--- src/rtl/i2c_byte_master.sv ---
module i2c_byte_master #(
  parameter int DIV_STD  = 250,
  parameter int DIV_FAST = 63
) (
  input  logic       clk,
  input  logic       rst_n,
  input  logic       wr_en,
  input  logic [1:0] wr_addr,
  input  logic [7:0] wr_data,
  input  logic       sda_i,
  output logic       scl_o,
  output logic       sda_o,
  output logic       busy,
  output logic       waiting,
  output logic       nack
);
  localparam int DMAX = (DIV_STD > DIV_FAST) ? DIV_STD : DIV_FAST;
  localparam int CW = $clog2(DMAX + 1);
  localparam logic [CW-1:0] LIM_STD  = CW'(DIV_STD - 1);
  localparam logic [CW-1:0] LIM_FAST = CW'(DIV_FAST - 1);

  typedef enum logic [2:0] {S_IDLE, S_START, S_XFER, S_WAIT, S_STOP} st_t;
  st_t st;

  logic [CW-1:0] cnt;
  logic [1:0]    ph;
  logic [3:0]    bitn;
  logic [7:0]    shreg;
  logic          fast_q, ackclk_q, en_q, stop_arm;
  logic          running, tick, last_bit, in_xfer, in_stop;
  logic          wr_cmd, wr_dat, wr_cfg, stop_req;

  assign wr_cmd   = wr_en && wr_addr == 2'd0;
  assign wr_dat   = wr_en && wr_addr == 2'd1;
  assign wr_cfg   = wr_en && wr_addr == 2'd2;
  assign stop_req = wr_cmd && wr_data[1];

  assign running  = st == S_START || st == S_XFER || st == S_STOP;
  assign tick     = running && cnt == (fast_q ? LIM_FAST : LIM_STD);
  assign last_bit = bitn == (ackclk_q ? 4'd8 : 4'd7);
  assign busy     = st != S_IDLE;
  assign waiting  = st == S_WAIT;
  assign in_xfer  = st == S_XFER;
  assign in_stop  = st == S_STOP;

  always_comb begin
    scl_o = 1'b1;
    sda_o = 1'b1;
    case (st)
      S_START: begin scl_o = ph == 2'd0;               sda_o = 1'b0; end
      S_XFER:  begin scl_o = ph == 2'd1 || ph == 2'd2; sda_o = bitn == 4'd8 || shreg[7]; end
      S_WAIT:  begin scl_o = 1'b0;                     sda_o = 1'b0; end
      S_STOP:  begin scl_o = ph != 2'd0;               sda_o = ph == 2'd2; end
      default: ;
    endcase
  end

  always_ff @(posedge clk or negedge rst_n) begin
    if (!rst_n) begin
      st       <= S_IDLE;
      cnt      <= '0;
      ph       <= '0;
      bitn     <= '0;
      shreg    <= '0;
      fast_q   <= 1'b0;
      ackclk_q <= 1'b0;
      en_q     <= 1'b0;
      stop_arm <= 1'b0;
      nack     <= 1'b0;
    end else begin
      cnt <= (tick || !running) ? '0 : cnt + 1'b1;
      if (wr_cfg && st == S_IDLE) {en_q, ackclk_q, fast_q} <= wr_data[2:0];
      if (busy && stop_req) stop_arm <= 1'b1;
      case (st)
        S_IDLE: begin
          stop_arm <= 1'b0;
          if (wr_dat) shreg <= wr_data;
          if (wr_cmd && wr_data[0] && en_q) begin
            st       <= S_START;
            ph       <= '0;
            nack     <= 1'b0;
            stop_arm <= wr_data[1];
          end
        end
        S_START: if (tick) begin
          if (ph == 2'd1) begin
            st   <= S_XFER;
            ph   <= '0;
            bitn <= '0;
          end else ph <= ph + 2'd1;
        end
        S_XFER: if (tick) begin
          ph <= ph + 2'd1;
          if (ph == 2'd1 && bitn == 4'd8) nack <= sda_i;
          if (ph == 2'd3) begin
            if (last_bit) st <= (stop_arm || stop_req) ? S_STOP : S_WAIT;
            else begin
              bitn  <= bitn + 4'd1;
              shreg <= {shreg[6:0], 1'b0};
            end
          end
        end
        S_WAIT: begin
          if (wr_dat) begin
            shreg <= wr_data;
            bitn  <= '0;
            ph    <= '0;
            st    <= S_XFER;
          end else if (stop_req) begin
            ph <= '0;
            st <= S_STOP;
          end
        end
        S_STOP: if (tick) begin
          if (ph == 2'd2) begin
            st <= S_IDLE;
            ph <= '0;
          end else ph <= ph + 2'd1;
        end
        default: st <= S_IDLE;
      endcase
    end
  end
endmodule


--- config.mk ---
export PLATFORM = sky130hd
export DESIGN_NAME = i2c_byte_master
export DESIGN_NICKNAME = d
export VERILOG_FILES = /design/src/rtl/i2c_byte_master.sv
export SDC_FILE = /design/constraint.sdc
export NUM_CORES = 1
export LEC_CHECK = 0
export BUFFER_PORTS_ARGS = -buffer_cell sky130_fd_sc_hd__buf_2
export CAP_MARGIN = 20
export CORE_MARGIN = 10
export CORE_UTILIZATION = 55
export CTS_BUF_LIST = sky130_fd_sc_hd__clkbuf_8
export DETAILED_ROUTE_END_ITERATION = 12
export GPL_TIMING_DRIVEN = 0
export PLACE_DENSITY = 0.86
export REMOVE_ABC_BUFFERS = 1
export SLEW_MARGIN = 20
export SYNTH_ARGS = -nofsm -noshare
export SYNTH_HDL_FRONTEND = slang
export SYNTH_SLANG_ARGS = --single-unit
--- constraint.sdc ---
create_clock -name clk -period 1.6 [get_ports clk]
set_input_delay 0.32 -clock clk [delete_from_list [all_inputs] [get_ports clk]]
set_output_delay 0.32 -clock clk [all_outputs]
set_load 0.005 [all_outputs]
==> impl_metrics.yaml, run 1 <==
grt:
  grt_first_pass_wirelength_um: 8830
  initial_antenna_violation_count: 0
  grt.busiest_layer: "met2"
  grt_util_met1_pct: 19.1
  gr-usage-met2_pct: 29.5
  met3_usage_pct: 6.42
  grt_pass1_vias: 1825
  grt_util_all_layers_pct: 17.9
  grt_start_max_net_pins: 31
  grt.overflow.total: 0
worst_hold_path:
  hold_path_class: "input port to asynchronous set/reset pin"
placed_design:
  dpl-instance-area_um2: 2010
  place.port_buffers: 18
  hpwlAfterDp_um: 2780
  placement.setup.worst_slack_ns: -0.468
  place_congestion: 0.784
timing:
  worst_pin_slew_ns: 0.666
  max-slew-margin-rel_pct: 55.6
  final.min_clock_period_ns: 1.89
  timing.final.hold_violations: 0
  final_max_slew_viol_count: 0
  post_route_clock_skew_ns: 0.00695
  hold_slack_ns: 0.0480
  final_clock_period_utilization_by_the_worst_path_pct: 118
  setup_viol: 23
  postLayoutSetupSlackWorst_ns: -0.294
  max_freq_mhz: 528
  rsz0062_at_grt: "yes"
pwr:
  pwr_density_cell_nw_per_um2: 2130
  seqPwrFrac_pct: 23.5
  net_switching_share_of_the_total_power_pct: 45.3
  power.combinational.fraction_pct: 63.6
  power.switching_mw: 2.66
  power_leakage_nw: 1.24
  irDropWorstVdd_v: 0.00115
  p_int_mw: 3.21
  power.clock.fraction_pct: 12.9
synth:
  synth.top_cell.area_share_pct: 39.4
  post_synthesis_average_cell_area_um2: 9.78
  netlist_instances: 195
  yosys.area.top_type: "sky130_fd_sc_hd__dfrtp_1"
  postSynthRegisterBits: 30
  postSynth.topFlopCell: "sky130_fd_sc_hd__dfrtp_1"
  part_of_the_yosys_area_used_for_sequential_elements_pct: 39.4
  synth_area_leaders: "sky130_fd_sc_hd__dfrtp_1 (39%), sky130_fd_sc_hd__ha_1 (5.9%), sky130_fd_sc_hd__nand2_1 (4.9%), sky130_fd_sc_hd__mux2i_1 (3.7%), sky130_fd_sc_hd__nor2_1 (2.6%)"
  netlist-cell-type-count: 53
  synth_commonest_cells: "sky130_fd_sc_hd__dfrtp_1 (30), sky130_fd_sc_hd__nand2_1 (25), sky130_fd_sc_hd__nor2_1 (13), sky130_fd_sc_hd__ha_1 (9), sky130_fd_sc_hd__o21ai_0 (8)"
  synth.yosys.warnings: 0
  synth_area_um2: 1910
  async_reset_ff_share_pct: 100
  yosysMostFrequentCell: "sky130_fd_sc_hd__dfrtp_1"
  post_synth_edffs: 0
finish:
  drive_gt1_share_pct: 52.6
  sequential_cell_area_um2: 759
  finalInstanceArea_um2: 2750
  design.final.nets: 269
  multiInputGateArea_um2: 1410
  diodes: 0
  syn_to_final_growth_pct: 44.4
  filler_cell_count: 188
floorplan:
  placementRows: 21
  vertical_extent_of_the_die_um: 78.9
  die_w_um: 78.9
  floorplan.io_pins: 19
  initial_utilization_pct: 57.1
  core-area_um2: 3340
  die_area_um2: 6220
status:
  outcome: "finished, violations left"
  failing_checks: "setup timing"
clock_network:
  cts_sinks: 30
  cts-htree-levels: 2
  cts_max_path_buffers: 2
  clkSlewWorstSetupHoldPaths_ns: 0.07
  worst_skew_pair.late_latency_ns: 0.29
  tritoncts: "done"
  numCtsBuffers: 5
  ctsHoldBuffers: 0
  clock-root-buffer: "sky130_fd_sc_hd__clkbuf_8"
setup_path:
  crit_path_start: "fast_q"
  worst-endpoint-required_ns: 1.80
  cp_data_arrival_time_ns: 2.10
  regToRegSetupSlack_ns: -0.29
  reg2reg_start: "fast_q"
  critical-path-slowest-cell: "sky130_fd_sc_hd__dfrtp_2"
  cpPeakStageDelay_ns: 0.45
  worstPathCellList: "and4bb_1 > a22oi_4 > nor4b_4 > buf_4 > and2b_1 > a31oi_1 > a31oi_1"
  critical_path_buf_inv_count: 1
  critPathTopFamily: "simple AND/OR/NAND/NOR gates"
  nature_of_the_critical_path_endpoint: "flop"
  worst-path-max-fanout: 6
  critPathLaunchType: "flop"
  criticalPathCategory: "flop to flop"
  cell_with_the_most_instances_on_the_worst_path: "sky130_fd_sc_hd__a31oi_1"
detailed_routing:
  avgViaCountPerCell: 6.69
  detailedRoute.firstPassIterationCount: 6
  postRouteWirelength_um: 6750
  routed_length_per_instance_um: 23.0
  remaining_drc_errors: 0
  drt_first_iter_violations: 161
  antenna_violating_nets_post_route: 0
  routed_vias: 1959
job:
  maxCapViolations: 0
## cell usage in the layout (no fill, tap or decap), types with 5 or more instances in the layout
cell type | Yosys | routed
sky130_fd_sc_hd__dfrtp_1 | 30 | 23
sky130_fd_sc_hd__a21oi_1 | 7 | 6
sky130_fd_sc_hd__mux2i_1 | 7 | 7
sky130_fd_sc_hd__buf_2 | 3 | 19
sky130_fd_sc_hd__dfrtp_2 | 0 | 7
sky130_fd_sc_hd__o21ai_2 | 2 | 11
sky130_fd_sc_hd__ha_1 | 9 | 5
sky130_fd_sc_hd__nand3_1 | 7 | 5
sky130_fd_sc_hd__nand2_1 | 25 | 14
sky130_fd_sc_hd__buf_4 | 0 | 27
sky130_fd_sc_hd__nand2_4 | 0 | 8
sky130_fd_sc_hd__buf_6 | 1 | 5
sky130_fd_sc_hd__clkbuf_8 | 0 | 5
sky130_fd_sc_hd__inv_1 | 7 | 6
sky130_fd_sc_hd__nor2_1 | 13 | 13
## area by class of cell
| type | count | area share (%) |
|---|---|---|
| multi-input cells | 149 | 51.0 |
| flip-flops and latches | 30 | 27.6 |
| repair buffers | 53 | 14.5 |
| clock buffers | 5 | 2.50 |
| well taps | 46 | 2.09 |
| clock inverters | 3 | 1.36 |
| inverters | 7 | 0.954 |
## per-layer routing
| layer | vias up | routed length (µm) |
|---|---|---|
| met5 | - | 0 |
| met4 | 0 | 529 |
| met3 | 64 | 574 |
| met2 | 138 | 3180 |
| met1 | 949 | 2470 |
| li1 | 808 | - |
## power groups by stage
stage	logic [mW]	clock network [mW]	registers (mW)
CTS	2.60	0.748	1.30
detailed placement	1.76	0	1.39
global route	3.90	0.779	1.40
floorplan	1.41	0	1.29
finish	3.73	0.759	1.38
global placement	1.73	0	1.37
## per-stage QoR
step | util [%] | cells | setup TNS (ns) | power, mW
after floorplan | - | 186 | -2.68 | 2.70
after global placement | 60.2 | 250 | -7.51 | 3.09
after detailed placement | 60.2 | 250 | -8.10 | 3.15
after CTS | 72.7 | 282 | -2.89 | 4.64
after global routing | 82.5 | 293 | -5.97 | 6.07
final | 82.5 | 293 | -4.93 | 5.87
## path summary, 6_finish.rpt
path	end	cells after the start
hold reg to reg	shreg[7]	2
max in group asynchronous	bitn[2]	1
setup / recovery	bitn[3]	7
min in group clk	en_q	2
hold / removal	ph[1]	1
setup reg to reg	bitn[3]	7
## sequential cells by signal, summed over array words and instances (netlist names)
register / flops
cnt: 8
shreg: 8
bitn: 4
st: 3
ph: 2
ackclk_q: 1
en_q: 1
fast_q: 1
nack: 1
stop_arm: 1
## repair_timing
action,CTS,global route
pin swaps,19,24
endpoints found under the setup margin,32,33
gates resized for setup,32,52
gates cloned,0,1
setup buffers,24,12
## cells by family (layout without fill, tap and decap cells)
family	count (synthesis)	after routing	share of synthesized area (%)
and+or+nand+nor	75	75	22.4
adders and majority gates	9	9	5.91
muxes	11	11	6.04
DFF	30	30	39.4
xor gates and xnor gates	7	7	3.22
AOI/OAI and AO/OA	47	47	19.3
buffers and inverters	16	68	3.74
No activity file was read; power rests on OpenSTA's default activity.
==> inputs of run 2 (changes only) <==
--- a/config.mk
+++ b/config.mk
@@ -5,14 +5,14 @@
 export SDC_FILE = /design/constraint.sdc
 export NUM_CORES = 1
 export LEC_CHECK = 0
-export BUFFER_PORTS_ARGS = -buffer_cell sky130_fd_sc_hd__buf_2
 export CAP_MARGIN = 20
 export CORE_MARGIN = 10
 export CORE_UTILIZATION = 55
 export CTS_BUF_LIST = sky130_fd_sc_hd__clkbuf_8
 export DETAILED_ROUTE_END_ITERATION = 12
+export DONT_BUFFER_PORTS = 1
 export GPL_TIMING_DRIVEN = 0
-export PLACE_DENSITY = 0.86
+export PLACE_DENSITY = 0.81
 export REMOVE_ABC_BUFFERS = 1
 export SLEW_MARGIN = 20
 export SYNTH_ARGS = -nofsm -noshare
==> run 2 against run 1 <==
The flow still finishes with violations (setup timing). Global-route usage decreased by 1.8 points. Count of clock-buffer cells in the layout grew 1. Maximum frequency increased by 3.7%. Sequential power is 3% lower. Register-to-register slack improved by 0.07 ns. Routed wire length shrank 20%. Die area did not move. Via count fell by 16%. Critical path depth increased by 1. First-iteration DRC count up 3.7%. Critical path type unchanged. Largest cell class unchanged.
==> impl_metrics.yaml, run 2 (synthesis gave the netlist of run 1 again) <==
status:
  outcome: "finished, violations left"
  failing_checks: "setup timing"
finish:
  layout_commonest_cell: "sky130_fd_sc_hd__dfrtp_1"
  most-common-layout-cells: "sky130_fd_sc_hd__dfrtp_1 (26), sky130_fd_sc_hd__nand2_1 (16), sky130_fd_sc_hd__buf_4 (16)"
  top_regs: "cnt x8, shreg x8, bitn x4"
  filler_cell_count: 221
  sequential_cell_area_um2: 756
  diodes: 0
  multiInputGateArea_um2: 1290
  finalInstanceArea_um2: 2470
  drive_gt1_share_pct: 41.6
  syn_to_final_growth_pct: 29.7
  design.final.nets: 241
detailed_routing:
  avgViaCountPerCell: 6.22
  remaining_drc_errors: 0
  postRouteWirelength_um: 5390
  routed_vias: 1648
  detailedRoute.firstPassIterationCount: 4
  antenna_violating_nets_post_route: 0
  routed_length_per_instance_um: 20.3
  drt_first_iter_violations: 167
pwr:
  p_int_mw: 2.78
  power.clock.fraction_pct: 12.9
  power_leakage_nw: 1.06
  power.combinational.fraction_pct: 60.2
  seqPwrFrac_pct: 26.9
  pwr_density_cell_nw_per_um2: 2030
  irDropWorstVdd_v: 0.00109
  power.switching_mw: 2.23
  net_switching_share_of_the_total_power_pct: 44.5
clock_network:
  cts_max_path_buffers: 2
  cts_sinks: 30
  clock-root-buffer: "sky130_fd_sc_hd__clkbuf_8"
  numCtsBuffers: 5
  cts-htree-levels: 2
  tritoncts: "done"
  worst_skew_pair.late_latency_ns: 0.29
  clkSlewWorstSetupHoldPaths_ns: 0.07
timing:
  max-slew-margin-rel_pct: 55.0
  postLayoutSetupSlackWorst_ns: -0.227
  max_freq_mhz: 547
  post_route_clock_skew_ns: 0.00759
  hold_slack_ns: 0.172
  worst_pin_slew_ns: 0.666
  final_max_slew_viol_count: 0
  setup_viol: 23
  final.min_clock_period_ns: 1.83
  final_clock_period_utilization_by_the_worst_path_pct: 114
  timing.final.hold_violations: 0
  rsz0062_at_grt: "yes"
job:
  maxCapViolations: 0
grt:
  grt_first_pass_wirelength_um: 8010
  grt_pass1_vias: 1675
  grt_util_all_layers_pct: 16.1
  grt.overflow.total: 0
  grt_start_max_net_pins: 31
  initial_antenna_violation_count: 0
setup_path:
  reg2reg_start: "cnt[1]"
  nature_of_the_critical_path_endpoint: "flop"
  worst-path-max-fanout: 16
  timing.reg2reg.worst_path_depth: 8
  cp_data_arrival_time_ns: 2.01
  r2r_end: "shreg[0]"
  regToRegSetupSlack_ns: -0.23
  critPathLaunchType: "flop"
  crit_path_start: "cnt[1]"
  worst-endpoint-required_ns: 1.78
  criticalPathCategory: "flop to flop"
floorplan:
  die_w_um: 78.9
  core-area_um2: 3340
  die_area_um2: 6220
  vertical_extent_of_the_die_um: 78.9
  placementRows: 21
  floorplan.io_pins: 19
  initial_utilization_pct: 57.1
placed_design:
  place_congestion: 0.846
  dpl-instance-area_um2: 1920
  place.port_buffers: 0
  hpwlAfterDp_um: 3010
worst_hold_path:
  whs_endpoint: "fast_q"
  hold_path_class: "input port to flop"
  hold_path.startpoint: "wr_data[0]"
  holdPathStages: 1
## run 2: how the worst max path moves through the flow
| stage | slack, ns | end | depth (start not counted) |
|---|---|---|---|
| after floorplan | -0.20 | st[2] | 5 |
| after global placement | -0.44 | st[1] | 5 |
| after detailed placement | -0.49 | bitn[0] | 4 |
| after CTS | -0.21 | bitn[3] | 7 |
| after global routing | -0.30 | bitn[0] | 6 |
| final | -0.23 | shreg[0] | 8 |
## run 2: repair_timing
action	CTS	global route
buffers inserted	19	4
hold buffers	2	0
resized for setup	30	31
setup endpoints to repair	32	31
hold endpoints to repair	30	0
pin swaps	17	11
## run 2: through the flow
| step | power (mW) | TNS, ns | std cells | setup slack, ns | util [%] |
|---|---|---|---|---|---|
| floorplan | 2.70 | -2.68 | 186 | -0.199 | - |
| detailed placement | 3.08 | -8.41 | 232 | -0.486 | 57.5 |
| finish | 5.01 | -3.77 | 265 | -0.227 | 74.1 |
| global route | 5.29 | -5.22 | 265 | -0.297 | 74.1 |
| CTS | 4.36 | -3.38 | 261 | -0.215 | 69.2 |
| global placement | 2.98 | -7.50 | 232 | -0.443 | 57.5 |
## run 2: final cells by class
type	count	area share [%]
multi-input combinational	149	52.3
sequential	30	30.6
clock inverter	2	0.506
timing repair buffer	25	9.87
clock buffer	6	3.34
tap	46	2.33
inverter	7	1.06
## run 2: per-layer routing
layer  vias to the layer above  routed length (µm)  share of wire, %  track usage [%]
li1                        744                   -                 -                -
met1                       795                1990                37             17.1
met2                        84                2710                50             28.1
met3                        25                 470               8.7             4.62
met4                         0                 216               4.0             9.32
met5                         -                   0                 0                0
## run 2: critical path: stages, from the launching register on
cell                       delay [ns]
sky130_fd_sc_hd__dfrtp_1         0.40
sky130_fd_sc_hd__and4bb_1        0.34
sky130_fd_sc_hd__a22oi_4         0.13
sky130_fd_sc_hd__nor4b_4         0.28
sky130_fd_sc_hd__buf_6           0.16
sky130_fd_sc_hd__a31oi_4         0.09
sky130_fd_sc_hd__buf_12          0.18
sky130_fd_sc_hd__nand2_2         0.08
sky130_fd_sc_hd__o21ai_2         0.06
## run 2: power groups by stage
stage                     combinational [mW]  sequential, mW  clock (mW)
final                                   3.01            1.34       0.648
after floorplan                         1.41            1.29           0
after global routing                    3.22            1.38       0.691
after global placement                  1.62            1.36           0
after CTS                               2.42            1.29       0.652
after detailed placement                1.70            1.39           0
